`config.mk`:
```
export PLATFORM = sky130hd
export DESIGN_NAME = ptp_irq_agg
export DESIGN_NICKNAME = d
export VERILOG_FILES = /design/src/rtl/ptp_irq_pkg.sv /design/src/rtl/ptp_irq_src_map.sv /design/src/rtl/ptp_irq_status_reg.sv /design/src/rtl/ptp_irq_enable_reg.sv /design/src/rtl/ptp_irq_combine.sv /design/src/rtl/ptp_irq_agg.sv
export SDC_FILE = /design/constraint.sdc
export NUM_CORES = 1
export LEC_CHECK = 0
export CORE_ASPECT_RATIO = 1.2
export CORE_MARGIN = 1
export CORE_UTILIZATION = 40
export DETAILED_ROUTE_END_ITERATION = 10
export PLACE_DENSITY = 0.78
export SLEW_MARGIN = 20
export SYNTH_ARGS = -nofsm -noshare
export SYNTH_HDL_FRONTEND = slang
export SYNTH_HIERARCHICAL = 1
export SYNTH_SLANG_ARGS = --single-unit
export TNS_END_PERCENT = 100
```
`constraint.sdc`:
```
create_clock -name clk -period 1.6 [get_ports clk]
set_input_delay 0.32 -clock clk [delete_from_list [all_inputs] [get_ports clk]]
set_output_delay 0.32 -clock clk [all_outputs]
set_load 0.01 [all_outputs]
```
`src/rtl/ptp_irq_pkg.sv`:
```
package ptp_irq_pkg;
  localparam int unsigned REG_W   = 32;
  localparam int unsigned ADDR_W  = 2;
  localparam int unsigned GPIO_N  = 8;
  localparam int unsigned PORT_N  = 3;
  localparam int unsigned RX_LSB  = 8;
  localparam int unsigned TX_LSB  = 12;
  localparam int unsigned RE_LSB  = 16;
  localparam int unsigned FE_LSB  = 24;

  typedef enum logic [ADDR_W-1:0] {
    A_STATUS = 2'd0,
    A_ENABLE = 2'd1,
    A_SPARE2 = 2'd2,
    A_SPARE3 = 2'd3
  } reg_addr_e;

  function automatic logic [REG_W-1:0] impl_mask(int unsigned ng, int unsigned np);
    logic [REG_W-1:0] m;
    m = '0;
    for (int unsigned i = 0; i < ng; i++) begin
      m[RE_LSB+i] = 1'b1;
      m[FE_LSB+i] = 1'b1;
    end
    for (int unsigned p = 0; p < np; p++) begin
      m[RX_LSB+p] = 1'b1;
      m[TX_LSB+p] = 1'b1;
    end
    return m;
  endfunction
endpackage

```
`src/rtl/ptp_irq_src_map.sv`:
```
module ptp_irq_src_map
  import ptp_irq_pkg::*;
#(
  parameter int unsigned N_GPIO = GPIO_N,
  parameter int unsigned N_PORT = PORT_N
) (
  input  logic [N_GPIO-1:0] rise_i,
  input  logic [N_GPIO-1:0] fall_i,
  input  logic [N_PORT-1:0] tx_i,
  input  logic [N_PORT-1:0] rx_i,
  output logic [REG_W-1:0]  set_vec_o
);
  logic [N_GPIO-1:0] re_bits, fe_bits;
  logic [N_PORT-1:0] tx_bits, rx_bits;

  for (genvar g = 0; g < N_GPIO; g++) begin : g_gpio
    assign re_bits[g] = rise_i[g];
    assign fe_bits[g] = fall_i[g];
  end

  for (genvar p = 0; p < N_PORT; p++) begin : g_port
    assign tx_bits[p] = tx_i[p];
    assign rx_bits[p] = rx_i[p];
  end

  always_comb begin
    set_vec_o = '0;
    set_vec_o[RE_LSB +: N_GPIO] = re_bits;
    set_vec_o[FE_LSB +: N_GPIO] = fe_bits;
    set_vec_o[TX_LSB +: N_PORT] = tx_bits;
    set_vec_o[RX_LSB +: N_PORT] = rx_bits;
  end
endmodule

```
`src/rtl/ptp_irq_status_reg.sv`:
```
module ptp_irq_status_reg
  import ptp_irq_pkg::*;
#(
  parameter logic [REG_W-1:0] MASK = '0
) (
  input  logic             clk,
  input  logic             rst_n,
  input  logic [REG_W-1:0] set_vec_i,
  input  logic [REG_W-1:0] clr_vec_i,
  output logic [REG_W-1:0] sts_o
);
  logic [REG_W-1:0] sts_q, sts_d;
  logic             sts_ce;

  always_comb begin
    sts_ce = (|(set_vec_i & MASK)) | (|(clr_vec_i & MASK));
    sts_d  = ((sts_q & ~clr_vec_i) | set_vec_i) & MASK;
  end

  always_ff @(posedge clk or negedge rst_n) begin
    if (!rst_n) sts_q <= '0;
    else if (sts_ce) sts_q <= sts_d;
  end

  assign sts_o = sts_q;

  // every pulsed implemented flag is set after the edge
  a_r5_set_wins: assert property (@(posedge clk) disable iff (!rst_n)
    ((set_vec_i & MASK) != '0) |=> ((sts_q & $past(set_vec_i & MASK)) == $past(set_vec_i & MASK)));

  // a clear with no concurrent set empties the flag
  a_r4_w1c: assert property (@(posedge clk) disable iff (!rst_n)
    ((clr_vec_i & ~set_vec_i) != '0) |=> ((sts_q & $past(clr_vec_i & ~set_vec_i)) == '0));

  // untouched flags keep their value
  a_r4_hold: assert property (@(posedge clk) disable iff (!rst_n)
    1'b1 |=> ((sts_q & ~$past(set_vec_i | clr_vec_i)) == ($past(sts_q) & ~$past(set_vec_i | clr_vec_i))));

  // reserved bits never hold a one
  a_r6_rsvd_zero: assert property (@(posedge clk) disable iff (!rst_n)
    (sts_q & ~MASK) == '0);
endmodule

```
`src/rtl/ptp_irq_enable_reg.sv`:
```
module ptp_irq_enable_reg
  import ptp_irq_pkg::*;
#(
  parameter logic [REG_W-1:0] MASK = '0
) (
  input  logic             clk,
  input  logic             rst_n,
  input  logic             we_i,
  input  logic [REG_W-1:0] wdata_i,
  output logic [REG_W-1:0] en_o
);
  logic [REG_W-1:0] en_q, en_d;

  always_comb en_d = wdata_i & MASK;

  always_ff @(posedge clk or negedge rst_n) begin
    if (!rst_n) en_q <= '0;
    else if (we_i) en_q <= en_d;
  end

  assign en_o = en_q;

  // contents change only on a write strobe
  a_r10_en_stable: assert property (@(posedge clk) disable iff (!rst_n)
    !we_i |=> $stable(en_q));
endmodule

```
`src/rtl/ptp_irq_combine.sv`:
```
module ptp_irq_combine
  import ptp_irq_pkg::*;
(
  input  logic             clk,
  input  logic             rst_n,
  input  logic [REG_W-1:0] sts_i,
  input  logic [REG_W-1:0] en_i,
  input  logic             glb_en_i,
  output logic             evt_o,
  output logic             irq_o
);
  logic irq_d, irq_q;

  always_comb begin
    evt_o = |(sts_i & en_i);
    irq_d = evt_o & glb_en_i;
  end

  always_ff @(posedge clk or negedge rst_n) begin
    if (!rst_n) irq_q <= 1'b0;
    else irq_q <= irq_d;
  end

  assign irq_o = irq_q;

  // without the global enable the line is low next cycle
  a_r9_glb_gate: assert property (@(posedge clk) disable iff (!rst_n)
    !glb_en_i |=> !irq_q);

  // with no enabled flag the line is low next cycle
  a_r9_drop: assert property (@(posedge clk) disable iff (!rst_n)
    ((sts_i & en_i) == '0) |=> !irq_q);
endmodule

```
`src/rtl/ptp_irq_agg.sv`:
```
module ptp_irq_agg
  import ptp_irq_pkg::*;
#(
  parameter int unsigned N_GPIO = GPIO_N,
  parameter int unsigned N_PORT = PORT_N
) (
  input  logic              clk,
  input  logic              rst_n,
  input  logic [N_GPIO-1:0] gpio_rise_i,
  input  logic [N_GPIO-1:0] gpio_fall_i,
  input  logic [N_PORT-1:0] tx_ts_i,
  input  logic [N_PORT-1:0] rx_ts_i,
  input  logic [ADDR_W-1:0] reg_addr_i,
  input  logic [REG_W-1:0]  reg_wdata_i,
  input  logic              reg_we_i,
  output logic [REG_W-1:0]  reg_rdata_o,
  input  logic              glb_evt_en_i,
  output logic              evt_o,
  output logic              irq_o
);
  localparam logic [REG_W-1:0] IMPL = impl_mask(N_GPIO, N_PORT);

  logic [1:0]       rst_pipe;
  logic             rst_sync_n;
  logic [REG_W-1:0] set_vec, clr_vec, sts, en;
  logic             wr_sts, wr_en;

  always_ff @(posedge clk or negedge rst_n) begin
    if (!rst_n) rst_pipe <= 2'b00;
    else rst_pipe <= {rst_pipe[0], 1'b1};
  end
  assign rst_sync_n = rst_pipe[1];

  always_comb begin
    wr_sts  = reg_we_i && (reg_addr_i == A_STATUS);
    wr_en   = reg_we_i && (reg_addr_i == A_ENABLE);
    clr_vec = wr_sts ? (reg_wdata_i & IMPL) : '0;
  end

  ptp_irq_src_map #(.N_GPIO(N_GPIO), .N_PORT(N_PORT)) u_map (
    .rise_i(gpio_rise_i), .fall_i(gpio_fall_i),
    .tx_i(tx_ts_i), .rx_i(rx_ts_i), .set_vec_o(set_vec)
  );

  ptp_irq_status_reg #(.MASK(IMPL)) u_sts (
    .clk(clk), .rst_n(rst_sync_n), .set_vec_i(set_vec),
    .clr_vec_i(clr_vec), .sts_o(sts)
  );

  ptp_irq_enable_reg #(.MASK(IMPL)) u_en (
    .clk(clk), .rst_n(rst_sync_n), .we_i(wr_en),
    .wdata_i(reg_wdata_i), .en_o(en)
  );

  ptp_irq_combine u_comb (
    .clk(clk), .rst_n(rst_sync_n), .sts_i(sts), .en_i(en),
    .glb_en_i(glb_evt_en_i), .evt_o(evt_o), .irq_o(irq_o)
  );

  always_comb begin
    unique case (reg_addr_i)
      A_STATUS: reg_rdata_o = sts;
      A_ENABLE: reg_rdata_o = en;
      default:  reg_rdata_o = '0;
    endcase
  end

  // read data never shows reserved bits
  a_r6_rd_rsvd: assert property (@(posedge clk) disable iff (!rst_sync_n)
    (reg_rdata_o & ~IMPL) == '0);

  // spare addresses read zero
  a_r10_spare_rd: assert property (@(posedge clk) disable iff (!rst_sync_n)
    (reg_addr_i[1]) |-> (reg_rdata_o == '0));
endmodule

```
==> Word-level counts from Yosys, hierarchy flattened <==
Index checks and enable logic that the tools add are counted.
{ "word_totals": {"input_bits": 60, "regBits": 47, "out_inout_bits": 34} }
{ "classes": {"mux": 2, "bitwise_logic": 6, "reduce_logical": 6, "n_eq_ne": 1} }
{ "ops": {"columns": ["operator", "n"], "rows": [
  ["$and A32 B32 Y32", 2],
  ["$pmux W32 S2", 1],
  ["$reduce_or A22 Y1", 2],
  ["$mux W32", 1],
  ["$not A32 Y32", 1],
  ["$or A32 B32 Y32", 1],
  ["$reduce_or A32 Y1", 1],
  ["$eq A2 B1 Y1 const B", 1],
  ["$logic_and A1 B1 Y1", 2],
  ["$logic_not A2 Y1", 1],
  ["$and A1 B1 Y1", 1],
  ["$or A1 B1 Y1", 1]
]} }

==> Depth between registers and ports, before layout <==
{ "logic_depth": {"ltp_word": 6, "depth_mapped": 6, "mapped_depth_nobuf": 4} }

==> Cells and area by module <==
Netlist, hierarchy kept.
{ "by_module_without_submodules": {"columns": ["module", "area_per_inst_um2", "n_inst", "cells_each", "seq_area_each_um2"], "rows": [
  ["ptp_irq_enable_reg", 899.6, 1, 57, 550.5],
  ["ptp_irq_status_reg", 877.1, 1, 77, 550.5],
  ["ptp_irq_agg", 735.7, 1, 102, 50.0],
  ["ptp_irq_src_map", 244.0, 1, 33, 0.0],
  ["ptp_irq_combine", 225.2, 1, 23, 25.0]
]} }

==> Least setup slack after synthesis <==
No wires, ideal clock.
{ "synth_path": {"path_kind": "input to register", "start": "in reg_addr_i[0]", "end": "reg u_en.en_q[10] (netlist: u_en/en_o[10])", "required_time_ps": 1475, "slack_ps": 111, "n_path_buf": 3, "arrival_time_ps": 1364, "path_stages": 5, "cell_sequence": "buf_6 -> buf_4 -> and3b_1 -> buf_6 -> mux2_2"} }
{ "synth_between": {"elab_chain_len": 2} }
{ "synth_rtl": {"columns": ["element", "line", "text"], "rows": [
  ["start, declared", "ptp_irq_agg.sv:13", "input logic [ADDR_W-1:0] reg_addr_i,"],
  ["$eq A2 B1 Y1", "ptp_irq_agg.sv:36", "wr_en = reg_we_i && (reg_addr_i == A_ENABLE);"],
  ["$logic_and A1 B1 Y1", "ptp_irq_agg.sv:36", null],
  ["via wr_en", "ptp_irq_agg.sv:26", "logic wr_sts, wr_en;"],
  ["end signal, assigned", "ptp_irq_enable_reg.sv:18", "else if (we_i) en_q <= en_d;"],
  ["end, declared", "ptp_irq_enable_reg.sv:12", "logic [REG_W-1:0] en_q, en_d;"]
]} }
The timed path passes the listed nets, and every way through them passes these cells.
A chain may end at the register's enable or synchronous reset.

==> Worst setup path after layout <==
{ "layout_path": {"start": "reg u_en.en_q[14] (netlist: u_en/en_o[14])", "end": "out evt_o"} }
{ "layout_between": {"elab_chain_len": 2} }
{ "layout_rtl": {"columns": ["element", "line", "text"], "rows": [
  ["$and A32 B32 Y32", "ptp_irq_combine.sv:15", "evt_o = |(sts_i & en_i);"],
  ["$reduce_or A32 Y1", "ptp_irq_combine.sv:15", null],
  ["end, declared", "ptp_irq_agg.sv:18", "output logic evt_o,"]
]} }
Every way passes these cells.

==> impl_metrics.py <==
metrics = {
    "run_status": {
        "outcome": "complete, but fails checks",
        "violations": "setup timing",
    },
    "final_layout": {
        "fin_nets": 439,
        "final_area_sq_mm": 0.00392,
        "n_fill_cell": 624,
        "drive_above_1_share_pct": 31.8,
        "antenna_cells": 0,
        "area_growth_pct": 35.1,
        "final_cells": 467,
    },
    "timing": {
        "hold_violations": 0,
        "slew_headroom_pct": 66.6,
        "setup_viol": 1,
        "finalWorstSetupSlack_ps": -343,
        "tns_ps": -343,
        "rsz0062_at_grt": "true",
        "hold_slack_ps": 183,
        "fmax_mhz": 515,
        "finalCritPeriodShare_pct": 121,
        "finalClockSkew_ps": 10.6,
        "max_slew.worst_pin.slew_ps": 500,
        "maxSlewViolCount": 0,
        "period_needed_ps": 1940,
    },
    "clocking": {
        "cts_root_buf": "clkbuf_8",
        "clk_latency_ps": 290,
        "path_clk_slew_ps": 80,
        "cts_hold_buf": 0,
        "cts_inserted_buffers": 5,
        "cts_tree": "yes",
        "cts_buffer_depth": 2,
        "cts_sinks": 47,
        "htreeDepth": 2,
    },
    "place": {
        "place_inst": 457,
        "hpwl_mm": 4.93,
        "place_congestion": 0.773,
        "pre_cts_slack_ps": -398,
        "dpl_cell_area_sq_mm": 0.00385,
        "portBuffers": 73,
    },
    "critical_path": {
        "reg2reg_to": "u_comb/irq_o",
        "rr_worst_depth": 5,
        "arrival_ps": 1620,
        "r2r_slack_ps": 190,
        "criticalPathCategory": "reg -> out",
        "r2r_start": "u_en/en_o[14]",
        "end_kind": "output port",
        "setup.worst_path.start_class": "register",
        "required_ps": 1280,
        "crit_fanout": 2,
    },
    "grt": {
        "met2_usage_pct": 34.1,
        "grt_pass1_wl_mm": 10.8,
        "overflow": 0,
        "use_met3_pct": 3.35,
        "grt_max_degree": 25,
        "grt_use_total_pct": 18.8,
        "grt_pass1_vias": 2293,
        "antenna_found_initial": 0,
        "grt_util_met1_pct": 22.2,
        "grt-busiest-layer": "met2",
    },
    "floorplanning": {
        "core_sq_mm": 0.00694,
        "die_area_sq_mm": 0.00759,
        "start_util_pct": 41.8,
        "ios": 94,
        "row_count": 33,
        "die_width_um": 79.7,
        "die_y_um": 95.3,
    },
    "pwr": {
        "p_leak_uw": 0.00176,
        "power_density_mw_per_mm2": 812,
        "max-vdd-ir-drop_v": 0.000483,
    },
    "synth": {
        "netlist_area_sq_mm": 0.00290,
        "yosysWarnings": 6,
        "avgSynthCellArea_sq_um": 10.4,
        "synthCells": 280,
    },
    "routing": {
        "vias": 2189,
        "ant_nets": 0,
        "first_pass_iters": 4,
        "wirelength_mm": 6.53,
        "drtIter0Drc": 49,
        "drcViolationCount": 0,
        "vias_per_cell": 4.69,
        "wl_per_cell_um": 14.0,
    },
    "job": {
        "maxCapViolCount": 0,
    },
    "min_path": {
        "holdCritPathClass": "in -> async",
    },
}
-- routing by layer --
layer | wire, um | part of all wire (%) | up-vias
met3 | 252 | 3.9 | 6
met5 | 0 | 0 | -
met2 | 3510 | 54 | 54
met4 | 67 | 1.0 | 0
li1 | - | - | 1078
met1 | 2700 | 41 | 1051
-- report_power, final --
| part | switching (uW) | total (uW) | internal, uW |
|---|---|---|---|
| Combinational | 360 | 903 | 542 |
| Clock | 369 | 875 | 505 |
| Sequential | 87.8 | 1400 | 1320 |
| Total | 818 | 3180 | 2360 |
-- critical path, cell delays in order (launching register included) --
cell      delay (ps)
dfrtp_1          390
a22o_1           240
a221oi_2         240
and4_4           280
nand2_2           60
buf_6            120
-- registers in the layout (all words and copies together), names as in the netlist --
| name | flops |
|---|---|
| u_comb/irq_o | 1 |
| u_en/en_o | 22 |
| u_sts/sts_o | 22 |
| rst_pipe | 2 |
-- how the worst max path moves through the flow --
stage / from / endpoint / slack (ps) / cells past startpoint
2_1_floorplan: reg_addr_i[0] / u_en/en_o[10] / 110 / 5
3_3_place_gp: reg_addr_i[1] / reg_rdata_o[13] / -380 / 4
3_5_place_dp: reg_addr_i[1] / reg_rdata_o[13] / -400 / 4
4_1_cts: u_en/en_o[14] / evt_o / -370 / 5
5_1_grt: u_en/en_o[14] / evt_o / -400 / 5
6_report: u_en/en_o[14] / evt_o / -340 / 5
-- what timing repair did --
action | in CTS | in global routing
endpoints found under the setup margin | 35 | 18
setup buffers | 3 | 2
cloned | 1 | 0
gates resized for setup | 62 | 23
pin swaps | 4 | 3
-- cells in the final DEF (no fill, tap or decap), drive strengths merged, types with 8 or more instances in the layout --
cell	count
a21o	22
a22oi	8
and2	22
buf	64
clkbuf	20
clkdlybuf4s50	48
conb	21
dfrtp	47
inv	22
mux2	22
mux2i	32
nor2	33
-- area by class of cell --
class,count,area (sq um),share of cell area (%)
multi-input cells,175,1310,33.4
flip-flops and latches,47,1180,30.1
repair buffers,128,1120,28.7
well taps,87,109,2.78
clock buffers,6,82.6,2.11
inverters,22,82.6,2.11
clock inverters,2,35.0,0.895
-- metrics by stage --
step,total power (uW),utilization (%)
3_3_place_gp,2330,55.5
2_1_floorplan,1910,-
6_report,3180,56.5
4_1_cts,3240,57.4
5_1_grt,3370,56.5
3_5_place_dp,2360,55.5
(Power assumes the default switching activity.)
